===== src/rtl/sw_cmd_detect.sv =====
module sw_cmd_detect #(
  parameter int ADDR_W = 15,
  parameter int KEY_W  = 14,
  parameter logic [KEY_W-1:0] KEY0       = 'h0E38,
  parameter logic [KEY_W-1:0] KEY1       = 'h31C7,
  parameter logic [KEY_W-1:0] KEY2       = 'h03E0,
  parameter logic [KEY_W-1:0] KEY3       = 'h3C1F,
  parameter logic [KEY_W-1:0] KEY4       = 'h303F,
  parameter logic [KEY_W-1:0] KEY_STORE  = 'h0FC0,
  parameter logic [KEY_W-1:0] KEY_RECALL = 'h0C63
) (
  input  logic              clk,
  input  logic              rst_n,
  input  logic [ADDR_W-1:0] addr,
  input  logic              ce_n,
  input  logic              we_n,
  input  logic              oe_n,
  input  logic              acc_done,
  output logic              store_req,
  output logic              recall_req,
  output logic              dq_hiz,
  output logic              dq_drive
);
  localparam int PREFIX = 5;
  localparam int STEP_W = $clog2(PREFIX + 1);
  localparam logic [STEP_W-1:0] LAST = STEP_W'(PREFIX);

  logic [STEP_W-1:0] step;
  logic [KEY_W-1:0]  key, want;
  logic              rd, wr, at_last, hit_next, hit_store, hit_recall;
  logic              unused_hi;

  assign key       = addr[KEY_W-1:0];
  assign unused_hi = ^addr[ADDR_W-1:KEY_W];
  assign rd        = !ce_n && we_n;
  assign wr        = !ce_n && !we_n;
  assign at_last   = (step == LAST);

  always_comb begin
    case (step)
      STEP_W'(0): want = KEY0;
      STEP_W'(1): want = KEY1;
      STEP_W'(2): want = KEY2;
      STEP_W'(3): want = KEY3;
      STEP_W'(4): want = KEY4;
      default:    want = KEY0;
    endcase
  end

  assign hit_next   = !at_last && (key == want);
  assign hit_store  = at_last && (key == KEY_STORE);
  assign hit_recall = at_last && (key == KEY_RECALL);

  assign dq_hiz   = rd && (hit_store || hit_recall);
  assign dq_drive = rd && !oe_n && !dq_hiz;

  always_ff @(posedge clk or negedge rst_n) begin
    if (!rst_n) begin
      step       <= '0;
      store_req  <= 1'b0;
      recall_req <= 1'b0;
    end else begin
      store_req  <= acc_done && rd && hit_store;
      recall_req <= acc_done && rd && hit_recall;
      if (acc_done && !ce_n) begin
        if (wr)
          step <= '0;
        else if (hit_next)
          step <= step + 1'b1;
        else if (key == KEY0)
          step <= STEP_W'(1);
        else
          step <= '0;
      end
    end
  end
endmodule


===== config.mk =====
export PLATFORM = sky130hd
export DESIGN_NAME = sw_cmd_detect
export DESIGN_NICKNAME = d
export VERILOG_FILES = /design/src/rtl/sw_cmd_detect.sv
export SDC_FILE = /design/constraint.sdc
export NUM_CORES = 1
export LEC_CHECK = 0
export ABC_AREA = 0
export BUFFER_PORTS_ARGS = -buffer_cell sky130_fd_sc_hd__buf_2
export CELL_PAD_IN_SITES_DETAIL_PLACEMENT = 1
export CELL_PAD_IN_SITES_GLOBAL_PLACEMENT = 1
export CORE_MARGIN = 2
export CORE_UTILIZATION = 34
export DETAILED_ROUTE_END_ITERATION = 7
export PLACE_DENSITY = 0.92
export SETUP_SLACK_MARGIN = 0.15
export SYNTH_ARGS = -nofsm -noshare
export SYNTH_HDL_FRONTEND = slang
export SYNTH_SLANG_ARGS = --single-unit

===== constraint.sdc =====
create_clock -name clk -period 3.6 [get_ports clk]
set_input_delay 0.54 -clock clk [delete_from_list [all_inputs] [get_ports clk]]
set_output_delay 0.54 -clock clk [all_outputs]
set_load 0.05 [all_outputs]

== Yosys cells after proc, flatten, opt, wreduce, memory -nomap -nowiden ==
Index checks and enable logic that the tools add are counted.
Word-level totals
  flip-flop bits (word level): 5
  bits of input ports: 21
  output and inout port bits: 4
  logic and storage cells: 35
Operators by class
  add/sub/neg operators: 1
  eq/ne operators: 9
  multiplexer cells: 4
  reduce and logical (&&, ||, !) cells: 18
Operators with widths (number)
  $pmux 14 s4: 1
  $eq 14x12->1 const B: 3
  $eq 14x14->1: 1
  $logic_and 1x1->1: 12
  $eq 3x2->1 const B: 2
  $eq 3x3->1 const B: 2
  $mux 3: 2
  $logic_not 1->1: 5
  $add 3x1->3 const B: 1
  $eq 3x1->1 const B: 1
  $logic_or 1x1->1: 1
  $mux 1: 1

== Depth between registers and ports, before layout ==
Gate-level depths: netlist (run 1).
  word-level depth: 6
  mapped depth: 7

== Worst setup path after synthesis (run 1) ==
OpenSTA, ideal clock, no wires.
  path kind: in2out
  start point: in addr[9]
  end point: out dq_drive
  data arrival time: 2.527 ns
  required time: 3.060 ns
  slack: 0.533 ns
  cell stages on the path: 4
  buffers on the path: 0
  cells stage by stage: or4b_4 > or3_4 > a211oi_2 > nor4b_1
Between the ends
  cells in the longest elaborated chain, start to end: 6
RTL lines
  start: declaration: line 14  | input logic [ADDR_W-1:0] addr,
  $eq 14x12->1 (on tied branches): line 51, 52
  $logic_and 1x1->1 (on tied branches): line 51, 52
  $logic_or 1x1->1 (*): line 54  | assign dq_hiz = rd && (hit_store || hit_recall);
  $logic_and 1x1->1 (*): line 54
  $logic_not 1->1 (*): line 55  | assign dq_drive = rd && !oe_n && !dq_hiz;
  $logic_and 1x1->1 (*): line 55
  end: declaration: line 22  | output logic dq_drive
Mark *: on every way between the ends. The rest lies on a longest branch, timed or not.

== Worst setup path after layout (run 1) ==
  start point: in addr[0]
  end point: out dq_hiz
Between the ends
  cells in the longest elaborated chain, start to end: 4
RTL lines
  $eq 14x12->1 (on tied branches): line 51, 52
  $logic_and 1x1->1 (on tied branches): line 51, 52
  $logic_or 1x1->1 (*): line 54
  $logic_and 1x1->1 (*): line 54
  end: declaration: line 21  | output logic dq_hiz,
Marked as above.

==> out/results.ini, run 1 <==
[timing]
holdWs_ns = 0.0869
maxClockFrequency_ghz = 0.354
fin_tns_setup_ns = 0
relSlewSlack = 0.767
min_period_over_period = 0.784
report.final.slew_viol_count = 0
worst_pin_slew_ns = 0.345
rsz0062_at_grt = no
finalSetupViolations = 0
clock_skew_ns = 0.00313
final_hold_viol_count = 0
timing.final.crit_period_ns = 2.82

[cells_and_area]
seqCellArea_sq_um = 125
n_fill_cell = 211
design.final.nets = 122
final_layout_size_suffix_gt1_frac = 0.326
multi_input_comb_area_sq_um = 409
number_of_antenna_repair_diodes = 0
postLayoutCoreUtil = 0.467
area_delta_synth_final_pct = 28.4

[logic_synthesis]
synth-seq-cells = 5
seq_area_frac_synth = 0.226
synth-warning-count = 0
synth.net_count = 95
synth.lib_cells_used.distinct = 31
syn_inst = 69
synthesis.area_sq_um = 554
syn-mean-instance-area_sq_um = 8.03

[outcome]
status = finished, final reports clean

[hold_path]
min-delay-path-class = in2async

[floorplanning]
initial_utilization = 0.364
std_cell_rows = 14
ios = 25
die_width_um = 44.4
die_h_um = 44.4
core_region_area_sq_mm = 0.00152
die-area_sq_mm = 0.00197

[placement]
finalWeightedCongestion = 0.825
post-dp-hpwl_mm = 1.41
io_buffers = 23

[global_route]
antenna_found_initial = 0
via_count_of_the_first_global_routing_pass = 641
globalRoute.totalOverflow = 0
largest_net_degree_at_the_start_of_global_routing = 12
gr_util_all_layers = 0.197
grt_pass1_wl_mm = 2.75

[clock_network]
h-tree-depth = 1
cts_tree = done
cts.sinks = 5
worst_setup_hold_path_clk_slew_ns = 0.05
post-cts-setup-buffer-count = 0
numCtsBuffers = 3
ctsHoldBuffers = 0
cts_resized = 0
clk_path_buf_depth = 2
cts_root_buffer = sky130_fd_sc_hd__clkbuf_4
clk-insertion-delay-late_ns = 0.26

[job]
max_cap_viol_count = 0

[worst_setup_path]
data_arrival_critical_path_ns = 2.28
path_common_cell = sky130_fd_sc_hd__buf_2
end_kind = output port
cpPeakStageDelay_ns = 0.55
critical_path.cell_chain = buf_2 > or4b_4 > or3_4 > a211oi_2 > and3b_1 > buf_2
critPathKind = in2out
critPathLaunchType = primary input
worst-path-max-fanout = 3
crit_path_top_delay_cell = sky130_fd_sc_hd__or4b_4
crit_required_ns = 3.06

[power]
vdd_ir_drop_max_mv = 0.155
power.density_mw_per_mm2 = 217
p_leak_nw = 0.310
totalPowerFinal_mw = 0.154

[route]
postRouteAntennaNets = 0
drt_pass1_iterations = 4
initialDrtViolationCount = 12
route.detailed.wl_per_inst_um = 15.0
vias = 641
post_route_drc_violation_count = 0
finalWirelength_mm = 1.67
route.detailed.vias_per_inst = 5.77

## placed cells by master (no fill, tap or decap), types with 3 or more instances in the layout
cell type                   n
sky130_fd_sc_hd__buf_2     23
sky130_fd_sc_hd__clkbuf_4   3
sky130_fd_sc_hd__dfrtp_1    5
sky130_fd_sc_hd__ha_1       5
sky130_fd_sc_hd__inv_1      4
sky130_fd_sc_hd__nand2_1    7
sky130_fd_sc_hd__nor2_1    10
sky130_fd_sc_hd__o31ai_1    4
## routing by layer
layer,vias up,track usage,wire (um)
met1,302,0.221,681
met3,5,0.0122,84
met5,-,0,0
met2,23,0.365,863
met4,0,0.109,41
li1,311,-,-
## through the flow
| step | setup WS [ns] | cell area (sq um) | cells |
|---|---|---|---|
| 5_1_grt | 0.699 | 712 | 111 |
| 3_3_place_gp | 0.803 | 684 | 107 |
| 2_1_floorplan | 0.533 | 554 | 69 |
| 4_1_cts | 0.772 | 712 | 111 |
| 6_report | 0.779 | 712 | 111 |
| 3_5_place_dp | 0.786 | 684 | 107 |
## worst max-delay path, delay by kind of cell
| family | cells | cell delay, ns |
|---|---|---|
| AO/OA/AOI/OAI | 1 | 0.26 |
| AND/OR/NAND/NOR | 3 | 1.13 |
| buffers and inverters | 2 | 0.36 |
## logic make-up (layout without fill, tap and decap cells)
group                      after synthesis  count (layout)  share of synthesized area
AOI/OAI and AO/OA                       11              11                      0.158
xor gates and xnor gates                 1               1                     0.0158
adders and majority gates                5               5                      0.113
buffers and inverters                    5              31                     0.0361
DFF                                      5               5                      0.226
muxes                                    2               2                     0.0361
and+or+nand+nor                         40              40                      0.415
## flip-flops by register name, summed over array words and instances (netlist names)
signal / flops
step: 3
store_req: 1
recall_req: 1
## path summary, 6_finish.rpt
kind / startpoint / end / slack (ns) / cells past startpoint
hold / removal: rst_n / step[0] / 0.09 / 1
min in group clk: step[1] / step[1] / 0.57 / 2
setup / recovery: addr[0] / dq_hiz / 0.78 / 6
hold reg to reg: step[1] / step[1] / 0.57 / 2
setup reg to reg: step[0] / step[1] / 1.40 / 7
max in group asynchronous: rst_n / recall_req / 3.38 / 1
## report_power, final
group | internal (mW) | switching (mW) | total [mW]
Combinational | 0.0129 | 0.0158 | 0.0286
Clock | 0.0405 | 0.0289 | 0.0694
Sequential | 0.0563 | 0.00000259 | 0.0563
Total | 0.110 | 0.0446 | 0.154
## cell type report
| cell class | instances | share of cell area |
|---|---|---|
| inverters | 4 | 0.0211 |
| flip-flops and latches | 5 | 0.176 |
| repair buffers | 23 | 0.162 |
| well taps | 16 | 0.0281 |
| clock inverters | 1 | 0.00703 |
| multi-input cells | 59 | 0.575 |
| clock buffers | 3 | 0.0316 |
## synthesized netlist by cell type
| cell | number | area [sq um] |
|---|---|---|
| sky130_fd_sc_hd__xnor2_1 | 1 | 8.76 |
| sky130_fd_sc_hd__and3b_1 | 1 | 8.76 |
| sky130_fd_sc_hd__inv_1 | 4 | 15.0 |
| sky130_fd_sc_hd__ha_1 | 5 | 62.6 |
| sky130_fd_sc_hd__nor3_1 | 2 | 10.0 |
| sky130_fd_sc_hd__nand3b_1 | 2 | 15.0 |
| sky130_fd_sc_hd__buf_2 | 1 | 5.00 |
| sky130_fd_sc_hd__nand3_1 | 2 | 10.0 |
| sky130_fd_sc_hd__a21oi_1 | 1 | 5.00 |
| sky130_fd_sc_hd__or4_1 | 2 | 15.0 |
| sky130_fd_sc_hd__a2bb2oi_1 | 1 | 8.76 |
| sky130_fd_sc_hd__nor3b_1 | 1 | 7.51 |
| sky130_fd_sc_hd__nand2b_1 | 2 | 12.5 |
| sky130_fd_sc_hd__dfrtp_1 | 5 | 125 |
| sky130_fd_sc_hd__or3_1 | 2 | 12.5 |
| sky130_fd_sc_hd__nor2b_1 | 1 | 6.26 |
| sky130_fd_sc_hd__a211oi_2 | 1 | 12.5 |
| sky130_fd_sc_hd__nor2_1 | 10 | 37.5 |
| sky130_fd_sc_hd__nor4b_1 | 1 | 8.76 |
| sky130_fd_sc_hd__nand4_1 | 2 | 12.5 |
| sky130_fd_sc_hd__o311ai_0 | 1 | 8.76 |
| sky130_fd_sc_hd__or4b_4 | 1 | 13.8 |
| sky130_fd_sc_hd__a22oi_1 | 2 | 15.0 |
| sky130_fd_sc_hd__nand2_1 | 7 | 26.3 |
| sky130_fd_sc_hd__o31ai_1 | 4 | 30.0 |
| sky130_fd_sc_hd__nor4_1 | 1 | 6.26 |
| sky130_fd_sc_hd__or2_2 | 1 | 6.26 |
| sky130_fd_sc_hd__or4b_1 | 1 | 10.0 |
| sky130_fd_sc_hd__mux2i_1 | 2 | 20.0 |
| sky130_fd_sc_hd__or3_4 | 1 | 11.3 |
| sky130_fd_sc_hd__a211oi_1 | 1 | 7.51 |
(Power assumes the default switching activity.)
==> run 2, diff against run 1 <==
--- a/config.mk
+++ b/config.mk
@@ -10,9 +10,9 @@
 export CELL_PAD_IN_SITES_DETAIL_PLACEMENT = 1
 export CELL_PAD_IN_SITES_GLOBAL_PLACEMENT = 1
 export CORE_MARGIN = 2
-export CORE_UTILIZATION = 34
+export CORE_UTILIZATION = 28
 export DETAILED_ROUTE_END_ITERATION = 7
-export PLACE_DENSITY = 0.92
+export PLACE_DENSITY = 0.82
 export SETUP_SLACK_MARGIN = 0.15
 export SYNTH_ARGS = -nofsm -noshare
 export SYNTH_HDL_FRONTEND = slang
==> constraint.sdc (replaced) <==
create_clock -name clk -period 2.5 [get_ports clk]
set_input_delay 0.375 -clock clk [delete_from_list [all_inputs] [get_ports clk]]
set_output_delay 0.375 -clock clk [all_outputs]
set_load 0.05 [all_outputs]
==> run 2 against run 1 <==
First-iteration DRC count fell by 33%; worst setup slack worse by 0.61 ns; sequential share of layout area shrank 1.6 points; worst hold slack improved by 0.38 ns; cell area grew 10%.
==> out/results.ini, run 2 (same netlist as run 1, synthesis figures left out) <==
[outcome]
status = finished, final reports clean

[floorplanning]
ios = 25
initial_utilization = 0.288
die_h_um = 48.5
die-area_sq_mm = 0.00235
die_width_um = 48.5
std_cell_rows = 16
core_region_area_sq_mm = 0.00192

[global_route]
globalRoute.totalOverflow = 0
via_count_of_the_first_global_routing_pass = 698
grt_pass1_wl_mm = 2.86
antenna_found_initial = 0
gr_util_all_layers = 0.154
largest_net_degree_at_the_start_of_global_routing = 12

[route]
vias = 649
finalWirelength_mm = 1.75
route.detailed.wl_per_inst_um = 14.0
route.detailed.vias_per_inst = 5.19
post_route_drc_violation_count = 0
drt_pass1_iterations = 4
postRouteAntennaNets = 0
initialDrtViolationCount = 8

[cells_and_area]
design.final.nets = 125
multi_input_comb_area_sq_um = 419
largest-register = step
registers_with_the_most_flip_flops = step (3), recall_req (1), store_req (1)
number_of_antenna_repair_diodes = 0
seqCellArea_sq_um = 125
most-common-layout-cells = 19 x sky130_fd_sc_hd__buf_2, 9 x sky130_fd_sc_hd__nor2_1, 7 x sky130_fd_sc_hd__nand2_1, 5 x sky130_fd_sc_hd__ha_1, 5 x sky130_fd_sc_hd__dfrtp_1
n_fill_cell = 270
largest_register_ffs = 3
most_common_library_cell_in_the_layout_ignoring_fill_and_taps = sky130_fd_sc_hd__buf_2
final_layout_size_suffix_gt1_frac = 0.357
area_delta_synth_final_pct = 41.5
postLayoutCoreUtil = 0.408

[timing]
finalSetupViolations = 0
rsz0062_at_grt = yes
min_period_over_period = 0.931
report.final.slew_viol_count = 0
relSlewSlack = 0.794
clock_skew_ns = 0.00567
fin_tns_setup_ns = 0
worst_pin_slew_ns = 0.305
timing.final.crit_period_ns = 2.33
worst_slack_ns = 0.173
maxClockFrequency_ghz = 0.430
final_hold_viol_count = 0

[worst_setup_path]
crit_required_ns = 2.12
worst-path-max-fanout = 2
critPathKind = in2out
critPathLaunchType = primary input
data_arrival_critical_path_ns = 1.95
end_kind = output port

[clock_network]
worst_setup_hold_path_clk_slew_ns = 0.04
clk_path_buf_depth = 2
cts_tree = done
h-tree-depth = 1
clk-insertion-delay-late_ns = 0.25
numCtsBuffers = 3
cts_root_buffer = sky130_fd_sc_hd__clkbuf_4
cts.sinks = 5
post-cts-setup-buffer-count = 0

[placement]
pre_cts_ws_ns = 0.0309
post-dp-hpwl_mm = 1.45
finalWeightedCongestion = 0.756
io_buffers = 23

[job]
max_cap_viol_count = 0

[power]
vdd_ir_drop_max_mv = 0.340
p_leak_nw = 0.328
power.density_mw_per_mm2 = 286

[hold_path]
min-delay-path-class = in2async

-- run 2: repair_timing --
action / 4_1_cts / 5_1_grt
hold endpoints to repair: 5 / 0
hold buffers: 1 / 0
resized for setup: 4 / 3
pin swaps: 1 / 0
setup endpoints to repair: 2 / 2
-- run 2: area by class of cell --
class | instances | share of cell area
multi-input combinational | 59 | 0.534
sequential | 5 | 0.159
clock buffer | 4 | 0.0335
tap | 27 | 0.0431
inverter | 4 | 0.0191
timing repair buffer | 26 | 0.211
-- run 2: worst paths after layout --
check,startpoint,to,slack (ns),cells past startpoint
setup / recovery,addr[0],dq_hiz,0.17,6
hold / removal,rst_n,step[1],0.47,2
setup reg to reg,step[0],step[1],0.31,7
hold reg to reg,step[1],step[1],0.58,2
max in group asynchronous,rst_n,recall_req,1.90,2
min in group clk,addr[5],store_req,0.47,3
-- run 2: per-layer routing --
metal | global-route usage | part of all wire
met2 | 0.310 | 0.57
met3 | 0.0278 | 0.032
met4 | 0.0429 | 0.015
met5 | 0 | 0
met1 | 0.160 | 0.38
-- run 2: critical path: stages --
cell and delay, ns:
sky130_fd_sc_hd__buf_6 0.09, sky130_fd_sc_hd__or4b_4 0.53, sky130_fd_sc_hd__or3_4 0.39, sky130_fd_sc_hd__a211oi_2 0.20
sky130_fd_sc_hd__and3b_2 0.22, sky130_fd_sc_hd__buf_8 0.14
-- run 2: power by group --
part / total (mW) / switching [mW] / internal, mW
clock network: 0.0959 / 0.0354 / 0.0605
registers: 0.0813 / 0.00000363 / 0.0813
logic: 0.0468 / 0.0240 / 0.0228
-- run 2: metrics by stage --
step / hold WS (ns) / total power [mW] / instances / cell area [sq um]
after detailed placement: 0.191 / 0.125 / 120 / 721
after global routing: 0.470 / 0.239 / 125 / 785
after global placement: 0.189 / 0.122 / 120 / 721
after floorplan: 0.0794 / 0.0984 / 69 / 562
after CTS: 0.465 / 0.224 / 125 / 769
final: 0.471 / 0.224 / 125 / 785
